### config.mk
export PLATFORM = sky130hd
export DESIGN_NAME = clkstop_sequencer
export DESIGN_NICKNAME = d
export VERILOG_FILES = /design/src/rtl/clkstop_pkg.sv /design/src/rtl/clkstop_ctrl.sv /design/src/rtl/clkstop_wake.sv /design/src/rtl/clkstop_ackgen.sv /design/src/rtl/clkstop_sequencer.sv
export SDC_FILE = /design/constraint.sdc
export NUM_CORES = 1
export LEC_CHECK = 0
export BUFFER_PORTS_ARGS = -buffer_cell sky130_fd_sc_hd__buf_2
export CAP_MARGIN = 20
export CORE_MARGIN = 3
export CORE_UTILIZATION = 42
export DETAILED_ROUTE_END_ITERATION = 8
export PLACE_DENSITY_LB_ADDON = 0.3
export SLEW_MARGIN = 15
export SYNTH_ARGS = -nofsm -noshare
export SYNTH_HDL_FRONTEND = slang
export SYNTH_HIERARCHICAL = 1
export SYNTH_SLANG_ARGS = --single-unit
### constraint.sdc
create_clock -name clk -period 2.1 [get_ports clk]
set_clock_uncertainty 0.15 [all_clocks]
set_input_delay 0.42 -clock clk [delete_from_list [all_inputs] [get_ports clk]]
set_output_delay 0.42 -clock clk [all_outputs]
set_load 0.005 [all_outputs]
### src/rtl/clkstop_pkg.sv
package clkstop_pkg;

   typedef enum logic [2:0] {
      ST_RUN     = 3'd0,
      ST_ARMED   = 3'd1,
      ST_FLUSH   = 3'd2,
      ST_DRAIN   = 3'd3,
      ST_ACK     = 3'd4,
      ST_STOPPED = 3'd5,
      ST_RESUME  = 3'd6
   } seq_state_e;

   localparam int unsigned WAKE_LINES = 4;
   localparam int unsigned WAKE_INTR  = 0;
   localparam int unsigned WAKE_NMI   = 1;
   localparam int unsigned WAKE_INIT  = 2;
   localparam int unsigned WAKE_SMI   = 3;

   localparam logic [7:0]  ACK_BE   = 8'hFB;
   localparam int unsigned ACK_LINE = 32'h10;

endpackage

### src/rtl/clkstop_ctrl.sv
module clkstop_ctrl
   import clkstop_pkg::*;
#(
   parameter int unsigned RESUME_CYC = 4,
   parameter int unsigned CNT_W      = 4
)(
   input  logic       clk,
   input  logic       rst_n,
   input  logic       stop_req,
   input  logic       retire_bnd,
   input  logic       bus_busy,
   input  logic       wb_empty,
   input  logic       brdy_in,
   output seq_state_e state,
   output logic       ack_first
);

   localparam logic [CNT_W-1:0] LAST = CNT_W'(RESUME_CYC - 1);

   seq_state_e       nxt;
   logic [CNT_W-1:0] cnt;
   logic             drain_ok;

   assign drain_ok = !bus_busy && wb_empty;

   always_comb begin
      nxt = state;
      unique case (state)
         ST_RUN:     if (stop_req) nxt = retire_bnd ? ST_FLUSH : ST_ARMED;
         ST_ARMED:   if (!stop_req) nxt = ST_RUN;
                     else if (retire_bnd) nxt = ST_FLUSH;
         ST_FLUSH:   nxt = ST_DRAIN;
         ST_DRAIN:   if (drain_ok) nxt = ST_ACK;
         ST_ACK:     if (brdy_in) nxt = ST_STOPPED;
         ST_STOPPED: if (!stop_req) nxt = ST_RESUME;
         ST_RESUME:  if (cnt == LAST) nxt = ST_RUN;
         default:    nxt = ST_RUN;
      endcase
   end

   always_ff @(posedge clk or negedge rst_n) begin
      if (!rst_n) begin
         state     <= ST_RUN;
         cnt       <= '0;
         ack_first <= 1'b0;
      end else begin
         state     <= nxt;
         ack_first <= (state == ST_DRAIN) && drain_ok;
         cnt       <= (state == ST_RESUME) ? cnt + 1'b1 : '0;
      end
   end

endmodule

### src/rtl/clkstop_wake.sv
module clkstop_wake #(
   parameter int unsigned LINES = 4
)(
   input  logic             clk,
   input  logic             rst_n,
   input  logic             running,
   input  logic             halt_instr,
   input  logic [LINES-1:0] lines,
   output logic [LINES-1:0] post,
   output logic             halted
);

   for (genvar i = 0; i < LINES; i++) begin : g_line
      logic held;
      always_ff @(posedge clk or negedge rst_n) begin
         if (!rst_n)       held <= 1'b0;
         else if (running) held <= 1'b0;
         else if (lines[i]) held <= 1'b1;
      end
      assign post[i] = running & (held | lines[i]);
   end

   always_ff @(posedge clk or negedge rst_n) begin
      if (!rst_n)       halted <= 1'b0;
      else if (running) halted <= (halted | halt_instr) & ~(|post);
   end

endmodule

### src/rtl/clkstop_ackgen.sv
module clkstop_ackgen
   import clkstop_pkg::*;
#(
   parameter int unsigned ADDR_W = 32,
   parameter int unsigned BE_W   = 8
)(
   input  logic              active,
   output logic              dc,
   output logic              mio,
   output logic              wr,
   output logic [BE_W-1:0]   be,
   output logic [ADDR_W-1:3] addr
);

   localparam int unsigned       LINE_W   = ADDR_W - 3;
   localparam logic [LINE_W-1:0] LINE_VAL = LINE_W'(ACK_LINE);

   for (genvar b = 0; b < BE_W; b++) begin : g_be
      assign be[b] = active ? ACK_BE[b] : 1'b1;
   end

   for (genvar a = 0; a < LINE_W; a++) begin : g_addr
      assign addr[a+3] = active & LINE_VAL[a];
   end

   assign dc  = 1'b0;
   assign mio = 1'b0;
   assign wr  = active;

endmodule

### src/rtl/clkstop_sequencer.sv
module clkstop_sequencer
   import clkstop_pkg::*;
#(
   parameter int unsigned RESUME_CYC = 4,
   parameter int unsigned CNT_W      = 4,
   parameter int unsigned ADDR_W     = 32,
   parameter int unsigned BE_W       = 8
)(
   input  logic              clk,
   input  logic              rst_n,
   input  logic              stop_req,
   input  logic              retire_bnd,
   input  logic              bus_busy,
   input  logic              brdy_in,
   input  logic              wb_empty,
   input  logic              halt_instr,
   input  logic              irq_intr,
   input  logic              irq_nmi,
   input  logic              irq_init,
   input  logic              irq_smi,
   output logic              flush_pipe,
   output logic              cyc_start,
   output logic              cyc_active,
   output logic              cyc_dc,
   output logic              cyc_mio,
   output logic              cyc_wr,
   output logic [BE_W-1:0]   cyc_be,
   output logic [ADDR_W-1:3] cyc_addr,
   output logic              data_float,
   output logic              core_clk_en,
   output logic              ads_permit,
   output logic              halted,
   output logic [3:0]        irq_post
);

   if (RESUME_CYC < 1 || RESUME_CYC > 8) begin : g_bad_resume
      $error("RESUME_CYC must lie in 1..8 to keep recovery under 10 clocks");
   end
   if (RESUME_CYC >= (1 << CNT_W)) begin : g_bad_cnt
      $error("CNT_W too narrow for RESUME_CYC");
   end
   if (BE_W != 8) begin : g_bad_be
      $error("BE_W must be 8 for the acknowledge encoding");
   end
   if (ADDR_W < 8) begin : g_bad_addr
      $error("ADDR_W too small to hold the acknowledge line address");
   end

   seq_state_e            state;
   logic                  running;
   logic [WAKE_LINES-1:0] wake_lines;

   clkstop_ctrl #(
      .RESUME_CYC (RESUME_CYC),
      .CNT_W      (CNT_W)
   ) u_ctrl (
      .clk        (clk),
      .rst_n      (rst_n),
      .stop_req   (stop_req),
      .retire_bnd (retire_bnd),
      .bus_busy   (bus_busy),
      .wb_empty   (wb_empty),
      .brdy_in    (brdy_in),
      .state      (state),
      .ack_first  (cyc_start)
   );

   assign running = (state == ST_RUN);

   assign wake_lines[WAKE_INTR] = irq_intr;
   assign wake_lines[WAKE_NMI]  = irq_nmi;
   assign wake_lines[WAKE_INIT] = irq_init;
   assign wake_lines[WAKE_SMI]  = irq_smi;

   clkstop_wake #(
      .LINES (WAKE_LINES)
   ) u_wake (
      .clk        (clk),
      .rst_n      (rst_n),
      .running    (running),
      .halt_instr (halt_instr),
      .lines      (wake_lines),
      .post       (irq_post),
      .halted     (halted)
   );

   clkstop_ackgen #(
      .ADDR_W (ADDR_W),
      .BE_W   (BE_W)
   ) u_ackgen (
      .active (cyc_active),
      .dc     (cyc_dc),
      .mio    (cyc_mio),
      .wr     (cyc_wr),
      .be     (cyc_be),
      .addr   (cyc_addr)
   );

   assign cyc_active  = (state == ST_ACK);
   assign flush_pipe  = (state == ST_FLUSH);
   assign data_float  = (state == ST_STOPPED);
   assign core_clk_en = (state != ST_STOPPED);
   assign ads_permit  = running && !halted;

endmodule

==> metrics.md <==
| Metric | Value |
|---|---|
| Critical path launch point type | flop |
| WHS Path Cells | 3 |
| Worst R2R Start | u_ctrl/state[2]$_DFFE_PN0P_ |
| Hold endpoint | u_wake/g_line[1].held$_DFFE_PN0P_ |
| Area growth syn-to-layout | 7.46% |
| DP Worst Slack | 0.233 ns |
| PwrDens | approximately 1100 nW/um^2 |
| Max Freq | 0.521 GHz |
| Final Slew Violations | 0 |
| Nets@finish | 155 |
| Hold/Removal Path Class | in2reg |
| DP Cell Count | 157 |
| Drt first pass iters | 3 |
| Worst hold slack | 0.230 ns |
| Placeable Area | ~2300 um^2 |
| Vias in the first global route | 548 |
| Routed Antenna Nets | 0 |
| Starting density of the core | 0.454 |
| CP Cell Sequence | nor3_1, buf_4, and2b_2, buf_2 |
| Congestion Overflow GR | 0 |
| IO Pins | 63 |
| Min cycle time layout | approximately 1.9 ns |
| Sequential area share after synthesis | 0.318 |
| Final hold violation count | 0 |
| 1st-iter DRT viols | 11 |
| Non-filler cells, final | 169 |
| Clk slew on worst S/H paths | 0.08 ns |
| Routed wire length | about 1600 um |
| # DRC | 0 |
| HPWL after DPL | 1190 um |
| Port Buffers | 25 |
| Reg2reg end | u_ctrl/state[2]$_DFFE_PN0P_ |
| Commonest non-fill, non-tap cells in the layout | 37 x conb_1, 25 x buf_2, 10 x nor2_1, 10 x dfrtp_1, 8 x buf_4 |
| Max_cap viols | 0 |
| Clock Sinks | 13 |
| Required @ worst endpoint | 1.53 ns |
| Period Utilization, post-route | 0.914 |
| RSZ-0062 raised after global routing | no |
| Total die area | just over 3000 um^2 |
| Largest net degree at the start of global routing | 16 |
| CTS tree | done |
| WL per Instance | between 9 and 10 um |
| Layout cells sized above 1 | 0.355 |
| Most common cell after layout, fill and taps aside | conb_1 |
| Clock buffer depth | 2 |
| # rows | 17 |
| Die height | between 50 and 60 um |
| Root Driver | clkbuf_4 |
| Register bit total from synthesis | 13 |
| Initial antenna violation count | 0 |
| CP max FO | 10 |
| Fillers | 217 |
| Worst EP arrival | 1.35 ns |
| Mapped Area | 1020 um^2 |
| Final setup fails | 0 |
| Status | complete, no violations |
| H-tree Lvls | 1 |
| Aggregate global-route resource usage | 0.0963 |
| Reg2reg path depth | 5 |
| Final worst setup slack | approximately 0.18 ns |
| TritonCTS Buffers | 3 |
| Leak pwr | 0.582 nW |
| Synthesized instance count | 110 |
| Placement Cell Area | 1010 um^2 |
| Die X | 55.4 um |
| Setup TNS | 0 ns |
| RePlAce Congestion | 0.755 |
| Global-route wire length before repair | 2440 um |
| Worst stage delay on the critical path | 0.47 ns |
| Design area | 1100 um^2 |
| Mean area per synthesized cell | just over 9 um^2 |
| Vias | 675 |
| Hold wc startpoint | irq_nmi |
| Ant. Diodes | 0 |
| CP max stage cell | dfrtp_2 |
| DR vias/cell | approximately 4 |
| WS Path Type | reg2out |
| Worst skew pair latency | 0.28 ns |
| Worst VDD drop | ~0.52 mV |
| CP endpoint kind | output pin |
| Reg2reg setup slack | ~0.28 ns |
| Unique masters post-synth | 32 |
| Synth Warn # | 6 |
==> layer usage <==
metal,GRT usage,vias to the layer above,share of wire
met5,0,-,0
li1,-,342,-
met1,0.123,291,0.42
met4,0,0,0.012
met3,0.0584,4,0.13
met2,0.149,38,0.44
==> cell type report <==
class	instances	area [um^2]	share of cell area
clock buffer	4	26.3	0.0239
inverter	4	15.0	0.0137
multi-input combinational	86	499	0.454
sequential	13	329	0.299
tap	28	35.0	0.0319
timing repair buffer	34	195	0.177
==> synth_stat cells, drive strengths merged <==
library cell	count	area, um^2
a21bo	1	10.0
conb	2	7.51
and3b	1	10.0
nand3	1	5.00
nor3b	3	22.5
o21ai	1	5.00
xnor2	1	8.76
ha	1	12.5
mux2	3	37.5
o31ai	1	7.51
nand2	1	3.75
o211ai	1	7.51
buf	41	312
nand4	1	6.26
nor4	1	12.5
o21bai	1	7.51
o32ai	2	32.5
clkbuf	1	3.75
inv	4	15.0
nand3b	3	22.5
nor2b	5	31.3
nor2	14	72.6
xor2	1	8.76
and2b	2	16.3
dfrtp	13	325
nor3	1	5.00
a21oi	3	15.0
==> through the flow <==
step / util / total power, mW
CTS: 0.463 / 1.14
global placement: 0.447 / 0.962
finish: 0.488 / 1.22
detailed placement: 0.447 / 0.982
global route: 0.488 / 1.34
floorplan: - / 0.891
==> registers in the layout (all words and copies together), names as in the netlist <==
register and flops:
u_ctrl/cnt 4, u_wake/g_line.held 4, u_ctrl/state 3, u_ctrl/ack_first 1
u_wake/halted 1
==> report_power, final <==
part / internal (mW) / switching (mW) / leakage, nW
Combinational: 0.346 / 0.273 / 0.407
Sequential: 0.340 / 0.107 / 0.160
Clock: 0.0737 / 0.0778 / 0.0150
Total: 0.759 / 0.458 / 0.582
==> what timing repair did <==
item	4_1_cts	5_1_grt
gates resized for setup	0	3
buffers inserted	0	7
hold buffers	1	0
hold endpoints to repair	13	0
setup endpoints to repair	0	8
==> critical path, delay by kind of cell, from the launching register on <==
family / cells / cell delay (ns)
buffers and inverters: 2 / 0.28
DFF: 1 / 0.47
and+or+nand+nor: 2 / 0.33
==> worst max-delay path by stage <==
stage                                     start                          end  slack (ns)
detailed placement  u_ctrl/state[2]$_DFFE_PN0P_  u_ctrl/state[1]$_DFFE_PN0P_        0.23
global placement    u_ctrl/state[2]$_DFFE_PN0P_  u_ctrl/state[1]$_DFFE_PN0P_        0.30
finish              u_ctrl/state[1]$_DFFE_PN0P_                  irq_post[2]        0.18
global route        u_ctrl/state[1]$_DFFE_PN0P_                  irq_post[3]        0.03
floorplan           u_ctrl/state[2]$_DFFE_PN0P_  u_ctrl/state[1]$_DFFE_PN0P_        0.35
CTS                 u_ctrl/state[2]$_DFFE_PN0P_                  irq_post[2]        0.03
==> cells by family (layout without fill, tap and decap cells) <==
group,Yosys count,after routing,synth area share
mux,3,3,0.0367
compound gates,10,10,0.0831
flops,13,13,0.318
other cells,2,37,0.00734
buf+inv,46,42,0.323
simple gates,33,33,0.203
fa+ha+maj,1,1,0.0122
xor+xnor,2,2,0.0171
Power figures use the tool's default switching activity.
